`src/rtl/pm_pkg.sv`:
```
package pm_pkg;
   localparam int unsigned CTL_DW   = 8;
   localparam int unsigned IDLE_POS = 0;
   localparam int unsigned PD_POS   = 1;
   localparam int unsigned FLGA_POS = 2;
   localparam int unsigned FLGB_POS = 3;

   typedef struct packed {
      logic flg_b;
      logic flg_a;
      logic pd;
      logic idle;
   } pm_ctl_t;
endpackage

```
`src/rtl/pm_tick_gen.sv`:
```
module pm_tick_gen #(
   parameter int unsigned MC_LEN = 12
) (
   input  logic clk,
   input  logic rst_n,
   output logic tick
);
   localparam int unsigned CW = $clog2(MC_LEN);

   generate
      if (MC_LEN < 2) begin : g_bad_len
         $error("pm_tick_gen: MC_LEN must be at least 2");
      end
   endgenerate

   logic [CW-1:0] cnt_q;

   assign tick = (cnt_q == CW'(MC_LEN - 1));

   always_ff @(posedge clk or negedge rst_n) begin
      if (!rst_n)    cnt_q <= '0;
      else if (tick) cnt_q <= '0;
      else           cnt_q <= cnt_q + CW'(1);
   end

   a_r9_tick_spacing: assert property (@(posedge clk) disable iff (!rst_n)
      tick |=> !tick);
endmodule

```
`src/rtl/pm_reset_exit.sv`:
```
module pm_reset_exit #(
   parameter int unsigned HOLD_CLKS  = 24,
   parameter int unsigned RESTART_MC = 3
) (
   input  logic clk,
   input  logic rst_n,
   input  logic tick,
   input  logic ext_rst_in,
   input  logic wdt_rst,
   output logic clr,
   output logic core_rst
);
   localparam int unsigned HW = $clog2(HOLD_CLKS);
   localparam int unsigned RW = $clog2(RESTART_MC + 1);
   localparam logic [HW-1:0] HOLD_MAX = HW'(HOLD_CLKS - 1);

   generate
      if (HOLD_CLKS < 2) begin : g_bad_hold
         $error("pm_reset_exit: HOLD_CLKS must be at least 2");
      end
      if (RESTART_MC < 1) begin : g_bad_restart
         $error("pm_reset_exit: RESTART_MC must be at least 1");
      end
   endgenerate

   logic [HW-1:0] hold_q;
   logic [RW-1:0] rs_q;
   logic          ext_acc;

   assign ext_acc  = ext_rst_in && (hold_q == HOLD_MAX);
   assign clr      = ext_acc || wdt_rst;
   assign core_rst = ext_acc || (rs_q != '0);

   always_ff @(posedge clk or negedge rst_n) begin
      if (!rst_n)                 hold_q <= '0;
      else if (!ext_rst_in)       hold_q <= '0;
      else if (hold_q != HOLD_MAX) hold_q <= hold_q + HW'(1);
   end

   always_ff @(posedge clk or negedge rst_n) begin
      if (!rst_n)                    rs_q <= '0;
      else if (wdt_rst)              rs_q <= RW'(RESTART_MC);
      else if (tick && rs_q != '0)   rs_q <= rs_q - RW'(1);
   end

   a_r8_hold_pin_high: assert property (@(posedge clk) disable iff (!rst_n)
      ext_acc |-> (ext_rst_in && $past(ext_rst_in)));
   a_r9_wdt_holds_core: assert property (@(posedge clk) disable iff (!rst_n)
      wdt_rst |=> core_rst);
endmodule

```
`src/rtl/pm_wake.sv`:
```
module pm_wake #(
   parameter int unsigned N_SRC    = 7,
   parameter int unsigned PD_IDX_A = 0,
   parameter int unsigned PD_IDX_B = 2,
   parameter int unsigned PD_CYC_A = 2,
   parameter int unsigned PD_CYC_B = 1
) (
   input  logic             clk,
   input  logic             rst_n,
   input  logic             pd,
   input  logic [N_SRC-1:0] irq_req,
   input  logic [N_SRC-1:0] irq_en,
   input  logic [N_SRC-1:0] irq_prio,
   input  logic             insvc_hi,
   input  logic             insvc_lo,
   output logic             idle_wake,
   output logic             pd_wake
);
   localparam int unsigned PD_IDX [2] = '{PD_IDX_A, PD_IDX_B};
   localparam int unsigned PD_CYC [2] = '{PD_CYC_A, PD_CYC_B};

   generate
      if (PD_IDX_A >= N_SRC || PD_IDX_B >= N_SRC) begin : g_bad_idx
         $error("pm_wake: power-down wake index outside request range");
      end
   endgenerate

   logic [N_SRC-1:0] allowed;

   always_comb begin
      for (int i = 0; i < N_SRC; i++) begin
         allowed[i] = irq_prio[i] ? !insvc_hi : !(insvc_hi || insvc_lo);
      end
   end

   assign idle_wake = |(irq_req & irq_en & allowed);

   logic [1:0] line_wake;

   for (genvar k = 0; k < 2; k++) begin : g_pd_line
      logic line_on;
      assign line_on = pd && irq_req[PD_IDX[k]] && irq_en[PD_IDX[k]];
      if (PD_CYC[k] <= 1) begin : g_direct
         assign line_wake[k] = line_on;
      end else begin : g_counted
         localparam int unsigned QW = $clog2(PD_CYC[k]);
         localparam logic [QW-1:0] QMAX = QW'(PD_CYC[k] - 1);
         logic [QW-1:0] q_cnt;
         always_ff @(posedge clk or negedge rst_n) begin
            if (!rst_n)            q_cnt <= '0;
            else if (!line_on)     q_cnt <= '0;
            else if (q_cnt != QMAX) q_cnt <= q_cnt + QW'(1);
         end
         assign line_wake[k] = line_on && (q_cnt == QMAX);
      end
   end

   assign pd_wake = |line_wake;

   a_r6_hi_service_blocks: assert property (@(posedge clk) disable iff (!rst_n)
      insvc_hi |-> !idle_wake);
   a_r10_pd_wake_needs_pd: assert property (@(posedge clk) disable iff (!rst_n)
      pd_wake |-> pd);
endmodule

```
`src/rtl/pm_ctrl.sv`:
```
module pm_ctrl #(
   parameter logic [7:0]  SFR_ADDR   = 8'h87,
   parameter int unsigned N_SRC      = 7,
   parameter int unsigned MC_LEN     = 12,
   parameter int unsigned HOLD_MC    = 2,
   parameter int unsigned RESTART_MC = 3,
   parameter int unsigned X0_IDX     = 0,
   parameter int unsigned X1_IDX     = 2,
   parameter int unsigned X0_CYC     = 2,
   parameter int unsigned X1_CYC     = 1
) (
   input  logic             clk,
   input  logic             rst_n,
   input  logic [7:0]       sfr_addr,
   input  logic             sfr_wr,
   input  logic [7:0]       sfr_wdata,
   output logic [7:0]       sfr_rdata,
   input  logic [N_SRC-1:0] irq_req,
   input  logic [N_SRC-1:0] irq_en,
   input  logic [N_SRC-1:0] irq_prio,
   input  logic             insvc_hi,
   input  logic             insvc_lo,
   input  logic             ext_rst_in,
   input  logic             wdt_rst,
   output logic             cpu_clk_en,
   output logic             per_clk_en,
   output logic             core_rst
);
   import pm_pkg::*;

   localparam int unsigned HOLD_CLKS = HOLD_MC * MC_LEN;

   logic    tick, clr, idle_wake, pd_wake, addr_hit, hit_wr;
   pm_ctl_t ctl_q;
   logic    wdata_unused;

   assign wdata_unused = ^sfr_wdata[7:4];
   assign addr_hit     = (sfr_addr == SFR_ADDR);
   assign hit_wr       = addr_hit && sfr_wr;

   pm_tick_gen #(.MC_LEN(MC_LEN)) u_tick (
      .clk(clk), .rst_n(rst_n), .tick(tick));

   pm_reset_exit #(.HOLD_CLKS(HOLD_CLKS), .RESTART_MC(RESTART_MC)) u_rexit (
      .clk(clk), .rst_n(rst_n), .tick(tick), .ext_rst_in(ext_rst_in),
      .wdt_rst(wdt_rst), .clr(clr), .core_rst(core_rst));

   pm_wake #(.N_SRC(N_SRC), .PD_IDX_A(X0_IDX), .PD_IDX_B(X1_IDX),
             .PD_CYC_A(X0_CYC), .PD_CYC_B(X1_CYC)) u_wake (
      .clk(clk), .rst_n(rst_n), .pd(ctl_q.pd), .irq_req(irq_req),
      .irq_en(irq_en), .irq_prio(irq_prio), .insvc_hi(insvc_hi),
      .insvc_lo(insvc_lo), .idle_wake(idle_wake), .pd_wake(pd_wake));

   always_ff @(posedge clk or negedge rst_n) begin
      if (!rst_n) begin
         ctl_q <= '0;
      end else if (clr) begin
         ctl_q <= '0;
      end else if (hit_wr) begin
         ctl_q.pd    <= sfr_wdata[PD_POS];
         ctl_q.idle  <= sfr_wdata[IDLE_POS] && !sfr_wdata[PD_POS];
         ctl_q.flg_a <= sfr_wdata[FLGA_POS];
         ctl_q.flg_b <= sfr_wdata[FLGB_POS];
      end else begin
         if (idle_wake) ctl_q.idle <= 1'b0;
         if (pd_wake)   ctl_q.pd   <= 1'b0;
      end
   end

   assign sfr_rdata  = addr_hit ? CTL_DW'(ctl_q) : '0;
   assign cpu_clk_en = !(ctl_q.idle || ctl_q.pd);
   assign per_clk_en = !ctl_q.pd;

   a_r3_idle_keeps_periph: assert property (@(posedge clk) disable iff (!rst_n)
      (hit_wr && sfr_wdata[IDLE_POS] && !sfr_wdata[PD_POS] && !clr)
      |=> (!cpu_clk_en && per_clk_en));
   a_r4_pd_gates_both: assert property (@(posedge clk) disable iff (!rst_n)
      (hit_wr && sfr_wdata[PD_POS] && !clr) |=> (!cpu_clk_en && !per_clk_en));
   a_r4_modes_exclusive: assert property (@(posedge clk) disable iff (!rst_n)
      $onehot0({ctl_q.idle, ctl_q.pd}));
   a_r5_wake_opens_cpu: assert property (@(posedge clk) disable iff (!rst_n)
      (ctl_q.idle && idle_wake && !clr && !hit_wr) |=> cpu_clk_en);
   a_r8_clear_opens_clocks: assert property (@(posedge clk) disable iff (!rst_n)
      clr |=> (cpu_clk_en && per_clk_en));
endmodule

```
`config.mk`:
```
export PLATFORM = sky130hd
export DESIGN_NAME = pm_ctrl
export DESIGN_NICKNAME = d
export VERILOG_FILES = /design/src/rtl/pm_pkg.sv /design/src/rtl/pm_tick_gen.sv /design/src/rtl/pm_reset_exit.sv /design/src/rtl/pm_wake.sv /design/src/rtl/pm_ctrl.sv
export SDC_FILE = /design/constraint.sdc
export NUM_CORES = 1
export LEC_CHECK = 0
export BUFFER_PORTS_ARGS = -buffer_cell sky130_fd_sc_hd__buf_2
export CAP_MARGIN = 10
export CORE_MARGIN = 3
export CORE_UTILIZATION = 43
export DETAILED_ROUTE_END_ITERATION = 8
export GPL_ROUTABILITY_DRIVEN = 0
export GPL_TIMING_DRIVEN = 0
export PLACE_DENSITY = 0.79
export SETUP_SLACK_MARGIN = 0.15
export SYNTH_ARGS = -nofsm -noshare
export SYNTH_HDL_FRONTEND = slang
export SYNTH_SLANG_ARGS = --single-unit
```
`constraint.sdc`:
```
create_clock -name clk -period 1.75 [get_ports clk]
set_input_delay 0.4375 -clock clk [delete_from_list [all_inputs] [get_ports clk]]
set_output_delay 0.4375 -clock clk [all_outputs]
set_load 0.03 [all_outputs]
```
==> impl_metrics.sql, run 1 <==
INSERT INTO impl_metrics (metric_group, metric, value, unit) VALUES
('status', 'status', 'complete, but fails checks', ''),
('status', 'failed_checks', 'negative setup slack', ''),
('floorplanning', 'design.core.area', '2040', 'um^2'),
('synth', 'syn_area_per_cell', '9.32', 'um^2'),
('power', 'power.total', '767', 'uW'),
('hold_path', 'hold_path.class', 'in2async', ''),
('timing', 'final_max_slew_viol_count', '0', ''),
('layout', 'mostFrequentLayoutCell', 'buf_2', ''),
('synth', 'synth_cells', '103', ''),
('worst_setup_path', 'crit_path_end_kind', 'output port', ''),
('synth', 'synth.yosys.warnings', '0', ''),
('drt', 'drt_pass1_iterations', '4', ''),
('worst_setup_path', 'r2r-start', 'u_rexit.hold_q[0]$_DFFE_PN0N_', ''),
('worst_setup_path', 'cp.required', '1.31', 'ns'),
('clock_tree', 'htreeDepth', '1', ''),
('clock_tree', 'clock_sink_count', '16', ''),
('worst_setup_path', 'critPathMaxStageDelay', '0.42', 'ns'),
('placement', 'dpl.hpwl', '1.75', 'mm'),
('global_route', 'overflow_left_after_global_routing', '0', ''),
('worst_setup_path', 'regToRegSetupSlack', '0.26', 'ns'),
('layout', 'final_cell_mix', '38 x buf_2, 16 x buf_4, 16 x dfrtp_1, 9 x nand2_1', ''),
('clock_tree', 'clock_tree_root_buffer_cell', 'clkbuf_4', ''),
('clock_tree', 'clock_tree_from_tritoncts', 'built', ''),
('placement', 'placement.io_buffers', '46', ''),
('drt', 'drc_errors', '0', ''),
('synth', 'post_synth_instance_area', '960', 'um^2'),
('worst_setup_path', 'r2r-end', 'ctl_q[0]$_DFFE_PN0P_', ''),
('drt', 'vias_per_cell', '5.03', ''),
('synth', 'synth-seq-cells', '16', ''),
('global_route', 'grt_pass1_wl', '3.77', 'mm'),
('worst_setup_path', 'criticalPathCategory', 'reg2out', ''),
('global_route', 'gr-usage-all-layers', '18.2', '%'),
('floorplanning', 'die_height', '53.2', 'um'),
('worst_setup_path', 'cp_data_arrival_time', '1.41', 'ns'),
('timing', 'unrepaired_setup_endpoints_after_global_routing', 'yes', ''),
('floorplanning', 'die_w', '53.2', 'um'),
('layout', 'fraction_of_final_layout_cells_with_drive_strength_greater_than_1', '48.8', '%'),
('clock_tree', 'clk_pin_slew_worst_paths', '0.09', 'ns'),
('timing', 'clock-skew-final', '0.00317', 'ns'),
('clock_tree', 'clk_latency', '0.28', 'ns'),
('timing', 'hold_viol_final', '0', ''),
('drt', 'via_count', '980', ''),
('clock_tree', 'cts.hold.buffers_added', '0', ''),
('timing', 'achievable-frequency', '541', 'MHz'),
('worst_setup_path', 'critical-path-top-delay-family', 'flip-flops', ''),
('layout', 'area_growth', '52.0', '%'),
('worst_setup_path', 'timing.critical_path.cells', 'ha_2 > and4b_2 > nand2_2 > nand2_2 > buf_6', ''),
('power', 'power_per_cell_area', '526', 'nW/um^2'),
('clock_tree', 'tritoncts.num_buffers', '3', ''),
('drt', 'wl', '2.59', 'mm'),
('synth', 'ys_types', '36', ''),
('clock_tree', 'cts-root-to-sink-buffers', '2', ''),
('synth', 'synth_sequential_area_ratio', '41.7', '%'),
('global_route', 'number_of_global_route_vias_before_repair', '930', ''),
('layout', 'num-nets-final', '216', ''),
('run', 'maxCapViolCount', '0', ''),
('drt', 'wl_per_cell', '13.3', 'um'),
('timing', 'finalSetupViolations', '4', ''),
('power', 'peakVddDrop', '0.000482', 'V'),
('worst_setup_path', 'cpMostUsedCell', 'nand2_2', ''),
('worst_setup_path', 'critPathLaunchType', 'flip-flop', ''),
('worst_setup_path', 'critical_path.max_fanout', '2', ''),
('worst_setup_path', 'cp_slowest_cell', 'dfrtp_1', ''),
('worst_setup_path', 'cp.buffers_inverters', '1', ''),
('drt', 'dr.first_iter.drc_count', '11', ''),
('floorplanning', 'start_util', '47.0', '%'),
('timing', 'fin_hold_ws', '0.0413', 'ns'),
('floorplanning', 'ioPinCount', '55', ''),
('timing', 'worst_slack', '-0.0973', 'ns'),
('global_route', 'number_of_antenna_violations_at_the_first_check_in_global_routing', '0', ''),
('timing', 'final.period_utilization', '106', '%'),
('global_route', 'grt_max_degree', '17', ''),
('layout', 'antennaDiodeCount', '0', ''),
('floorplanning', 'row_count', '16', ''),
('floorplanning', 'design.die.area', '2830', 'um^2'),
('layout', 'layout.core_utilization', '71.4', '%'),
('drt', 'antenna_violating_nets_post_route', '0', ''),
('timing', 'min_period', '1.85', 'ns'),
('worst_setup_path', 'worst-r2r-cell-count', '6', ''),
('power', 'p_leak', '0.730', 'nW');
area by class of cell:
| type | count | area [um^2] |
|---|---|---|
| Sequential cell | 16 | 400 |
| Inverter | 6 | 22.5 |
| Timing Repair Buffer | 58 | 370 |
| Clock buffer | 4 | 36.3 |
| Multi-Input combinational cell | 80 | 566 |
| Fill cell | 159 | 583 |
| Tap cell | 27 | 33.8 |
| Buffer | 4 | 30.0 |
logic make-up (layout without fill, tap and decap cells):
group                      after synthesis  count (layout)  synth area share [%]
other                                    1               4                 0.391
buffers and inverters                   10              72                  5.48
AOI/OAI and AO/OA                       17              17                  12.1
xor gates and xnor gates                 5               5                  4.56
DFF                                     16              16                  41.7
and+or+nand+nor                         51              51                  31.8
adders and majority gates                3               3                  3.91
worst max-delay path by stage:
stage                                              from           end  slack [ns]  depth (start not counted)
final                     u_rexit.hold_q[0]$_DFFE_PN0N_      core_rst        -0.1                          5
after detailed placement                    sfr_addr[3]  sfr_rdata[2]       -0.19                          5
after global placement                      sfr_addr[3]  sfr_rdata[3]       -0.18                          5
after floorplan                             sfr_addr[3]  sfr_rdata[2]        0.07                          3
after CTS                                   sfr_addr[3]  sfr_rdata[2]       -0.06                          6
after global routing      u_rexit.hold_q[0]$_DFFE_PN0N_      core_rst       -0.15                          5
what timing repair did:
action | CTS | global route
pin swaps | 4 | 3
endpoints found under the hold margin | 0 | 0
setup endpoints to repair | 5 | 6
setup buffers | 8 | 4
gates resized for setup | 18 | 7
routing by layer:
layer,wire (um),GRT usage (%)
met1,983,19.6
met2,1450,33.7
met3,138,4.79
met5,0,0
met4,18,5.96
per-stage QoR:
step / cell area (um^2) / std cells / setup slack (ns) / setup TNS (ns)
2_1_floorplan: 997 / 106 / 0.0670 / 0
3_3_place_gp: 1260 / 179 / -0.179 / -0.532
3_5_place_dp: 1260 / 179 / -0.194 / -0.578
4_1_cts: 1410 / 191 / -0.0600 / -0.226
5_1_grt: 1460 / 195 / -0.153 / -0.533
6_report: 1460 / 195 / -0.0973 / -0.195
synthesized netlist by cell type, drive strengths merged:
| master | number | share of area (%) |
|---|---|---|
| nor3 | 1 | 1.0 |
| nand4 | 2 | 2.0 |
| nor4 | 1 | 0.65 |
| nand3 | 6 | 3.1 |
| a21oi | 4 | 2.5 |
| and4b | 1 | 1.0 |
| nor2 | 3 | 1.2 |
| ha | 3 | 3.9 |
| inv | 6 | 2.3 |
| conb | 1 | 0.39 |
| o22ai | 1 | 0.65 |
| nor2b | 3 | 2.0 |
| nand4b | 2 | 1.8 |
| or2 | 1 | 0.91 |
| a31oi | 2 | 1.3 |
| o211ai | 1 | 0.78 |
| xnor2 | 4 | 3.7 |
| nand2b | 9 | 5.9 |
| and2 | 7 | 4.6 |
| a32oi | 2 | 1.8 |
| nand2 | 11 | 4.3 |
| buf | 4 | 3.1 |
| or3b | 1 | 0.91 |
| xor2 | 1 | 0.91 |
| dfrtp | 16 | 42 |
| a21boi | 1 | 0.78 |
| a211o | 1 | 0.91 |
| o21ai | 3 | 1.6 |
| or4 | 1 | 1.2 |
| a41oi | 1 | 0.91 |
| and3 | 2 | 1.3 |
| o22a | 1 | 0.91 |
flip-flops by register name, summed over array words and instances (netlist names):
| register | flops |
|---|---|
| ctl_q | 4 |
| u_tick.cnt_q | 4 |
| u_rexit.hold_q | 5 |
| u_rexit.rs_q | 2 |
| u_wake.g_pd_line.g_counted.q_cnt | 1 |
power breakdown:
group          internal, mW  leakage, nW  total, mW  switching, mW
combinational        0.0767        0.501      0.143         0.0666
clock                 0.127       0.0210      0.242          0.115
sequential            0.376        0.208      0.382        0.00621
total                 0.580        0.730      0.767          0.188
Power figures use the tool's default switching activity.
==> run 2: changes to the inputs <==
--- a/config.mk
+++ b/config.mk
@@ -13,7 +13,9 @@
 export GPL_ROUTABILITY_DRIVEN = 0
 export GPL_TIMING_DRIVEN = 0
 export PLACE_DENSITY = 0.79
+export RECOVER_POWER = 25
 export SETUP_SLACK_MARGIN = 0.15
+export SLEW_MARGIN = 15
 export SYNTH_ARGS = -nofsm -noshare
 export SYNTH_HDL_FRONTEND = slang
 export SYNTH_SLANG_ARGS = --single-unit
==> impl_metrics.sql, run 2 (synthesis gave the netlist of run 1 again) <==
INSERT INTO impl_metrics (metric_group, metric, value, unit) VALUES
('power', 'power_per_cell_area', '526', 'nW/um^2'),
('timing', 'unrepaired_setup_endpoints_after_global_routing', 'yes', ''),
('layout', 'fraction_of_final_layout_cells_with_drive_strength_greater_than_1', '48.2', '%'),
('timing', 'worst_slack', '-0.0973', 'ns'),
('status', 'failed_checks', 'negative setup slack', ''),
('clock_tree', 'clk_latency', '0.29', 'ns'),
('floorplanning', 'design.core.area', '2040', 'um^2'),
('floorplanning', 'start_util', '47.0', '%'),
('hold_path', 'hold_path.class', 'in2async', ''),
('layout', 'reg_top3', 'u_rexit.hold_q (5), ctl_q (4), u_tick.cnt_q (4)', ''),
('timing', 'fin_hold_ws', '0.218', 'ns'),
('clock_tree', 'clock_sink_count', '16', ''),
('timing', 'max_slew.worst_pin.slew', '0.837', 'ns'),
('worst_setup_path', 'crit_path_end_kind', 'output port', ''),
('clock_tree', 'cts.hold.buffers_added', '0', ''),
('layout', 'largest_register_ff_count', '5', ''),
('clock_tree', 'clk_pin_slew_worst_paths', '0.09', 'ns'),
('power', 'peakVddDrop', '0.000484', 'V'),
('drt', 'drc_errors', '0', ''),
('placement', 'dpl.hpwl', '1.75', 'mm'),
('floorplanning', 'design.die.area', '2830', 'um^2'),
('layout', 'regMostFlops', 'u_rexit.hold_q', ''),
('drt', 'drt_pass1_iterations', '4', ''),
('worst_setup_path', 'critical_path.max_fanout', '2', ''),
('floorplanning', 'row_count', '16', ''),
('timing', 'max_slew_margin', '44.2', '%'),
('timing', 'min_period', '1.85', 'ns'),
('clock_tree', 'tritoncts.num_buffers', '3', ''),
('worst_setup_path', 'cp_slowest_cell', 'dfrtp_1', ''),
('placement', 'placement.io_buffers', '46', ''),
('placement', 'dp.cells', '179', ''),
('drt', 'antenna_violating_nets_post_route', '0', ''),
('drt', 'wl', '2.59', 'mm'),
('worst_setup_path', 'cpMostUsedCell', 'nand2_2', ''),
('worst_setup_path', 'critPathMaxStageDelay', '0.42', 'ns'),
('layout', 'mostFrequentLayoutCell', 'buf_2', ''),
('floorplanning', 'die_height', '53.2', 'um'),
('layout', 'finalNonFillerCells', '195', ''),
('clock_tree', 'htreeDepth', '1', ''),
('layout', 'area_growth', '51.9', '%'),
('drt', 'wl_per_cell', '13.3', 'um'),
('global_route', 'grt_max_degree', '17', ''),
('status', 'status', 'complete, but fails checks', ''),
('drt', 'dr.first_iter.drc_count', '11', ''),
('global_route', 'gr-usage-all-layers', '18.2', '%'),
('timing', 'final.period_utilization', '106', '%'),
('timing', 'final_max_slew_viol_count', '0', ''),
('worst_setup_path', 'timing.critical_path.cells', 'ha_2 > and4b_2 > nand2_2 > nand2_2 > buf_6', ''),
('worst_setup_path', 'cp_data_arrival_time', '1.41', 'ns'),
('timing', 'hold_viol_final', '0', ''),
('layout', 'final_cell_mix', '37 x buf_2, 16 x buf_4, 16 x dfrtp_1, 9 x nand2_1', ''),
('global_route', 'overflow_left_after_global_routing', '0', ''),
('timing', 'achievable-frequency', '541', 'MHz'),
('worst_setup_path', 'critPathLaunchType', 'flip-flop', ''),
('global_route', 'number_of_global_route_vias_before_repair', '930', ''),
('floorplanning', 'die_w', '53.2', 'um'),
('clock_tree', 'cts-root-to-sink-buffers', '2', ''),
('drt', 'via_count', '980', ''),
('power', 'power.total', '767', 'uW'),
('global_route', 'grt_pass1_wl', '3.77', 'mm'),
('worst_setup_path', 'criticalPathCategory', 'reg2out', ''),
('drt', 'vias_per_cell', '5.03', ''),
('layout', 'antennaDiodeCount', '0', ''),
('floorplanning', 'ioPinCount', '55', ''),
('run', 'maxCapViolCount', '0', ''),
('clock_tree', 'clock_tree_root_buffer_cell', 'clkbuf_4', ''),
('clock_tree', 'clock_tree_from_tritoncts', 'built', ''),
('timing', 'clock-skew-final', '0.00357', 'ns'),
('global_route', 'number_of_antenna_violations_at_the_first_check_in_global_routing', '0', ''),
('power', 'p_leak', '0.727', 'nW'),
('layout', 'num-nets-final', '216', ''),
('worst_setup_path', 'cp.required', '1.31', 'ns'),
('timing', 'finalSetupViolations', '4', '');
run 2: metrics by stage:
step | area (um^2) | worst slack (ns) | TNS, ns | util, %
finish | 1460 | -0.0973 | -0.195 | 71.4
global route | 1460 | -0.153 | -0.533 | 71.4
CTS | 1410 | -0.0600 | -0.226 | 69.0
detailed placement | 1260 | -0.194 | -0.578 | 61.8
global placement | 1260 | -0.179 | -0.532 | 61.8
floorplan | 997 | 0.0670 | 0 | -
run 2: worst max-delay path, delay by kind of cell, from the launching register on:
family	cells	cell delay (ns)
buffers and inverters	1	0.13
DFF	1	0.42
and+or+nand+nor	3	0.38
adders and majority gates	1	0.20
run 2: final cells by class:
class                      count  area [um^2]
fill                         158          584
inverter                       6         22.5
tap                           27         33.8
sequential                    16          400
multi-input combinational     80          566
timing repair buffer          58          369
clock buffer                   4         36.3
buffer                         4         30.0
run 2: power by group:
group / switching [mW] / internal [mW] / leakage (nW) / total, mW
logic: 0.0666 / 0.0764 / 0.498 / 0.143
clock network: 0.115 / 0.127 / 0.0210 / 0.242
registers: 0.00621 / 0.376 / 0.208 / 0.382
total: 0.188 / 0.579 / 0.727 / 0.767
run 2: repair_timing:
| item | 4_1_cts | 5_1_grt |
|---|---|---|
| cloned | 0 | 0 |
| pin swaps | 4 | 3 |
| setup buffers | 8 | 4 |
| endpoints found under the hold margin | 0 | 0 |
| setup endpoints to repair | 5 | 6 |
| gates resized for setup | 18 | 7 |
run 2: path summary, 6_finish.rpt:
check	from	end	slack (ns)	cells after the start
worst max-delay path	u_rexit.hold_q[0]$_DFFE_PN0N_	core_rst	-0.1	5
worst min-delay path	rst_n	u_rexit.rs_q[1]$_DFFE_PN0P_	0.22	1
worst max register to register	u_rexit.hold_q[0]$_DFFE_PN0N_	ctl_q[0]$_DFFE_PN0P_	0.26	6
worst min register to register	u_tick.cnt_q[0]$_DFF_PN0_	u_tick.cnt_q[0]$_DFF_PN0_	0.46	1
max in group asynchronous	rst_n	u_rexit.hold_q[2]$_DFFE_PN0N_	1.02	1
min in group clk	sfr_wdata[2]	ctl_q[2]$_DFFE_PN0P_	0.40	3
run 2: metal layers:
metal | vias to the layer above | routed length (um) | GRT usage [%]
li1 | 482 | - | -
met2 | 38 | 1450 | 33.7
met1 | 458 | 988 | 19.6
met4 | 0 | 18 | 5.96
met5 | - | 0 | 0
met3 | 2 | 138 | 4.79
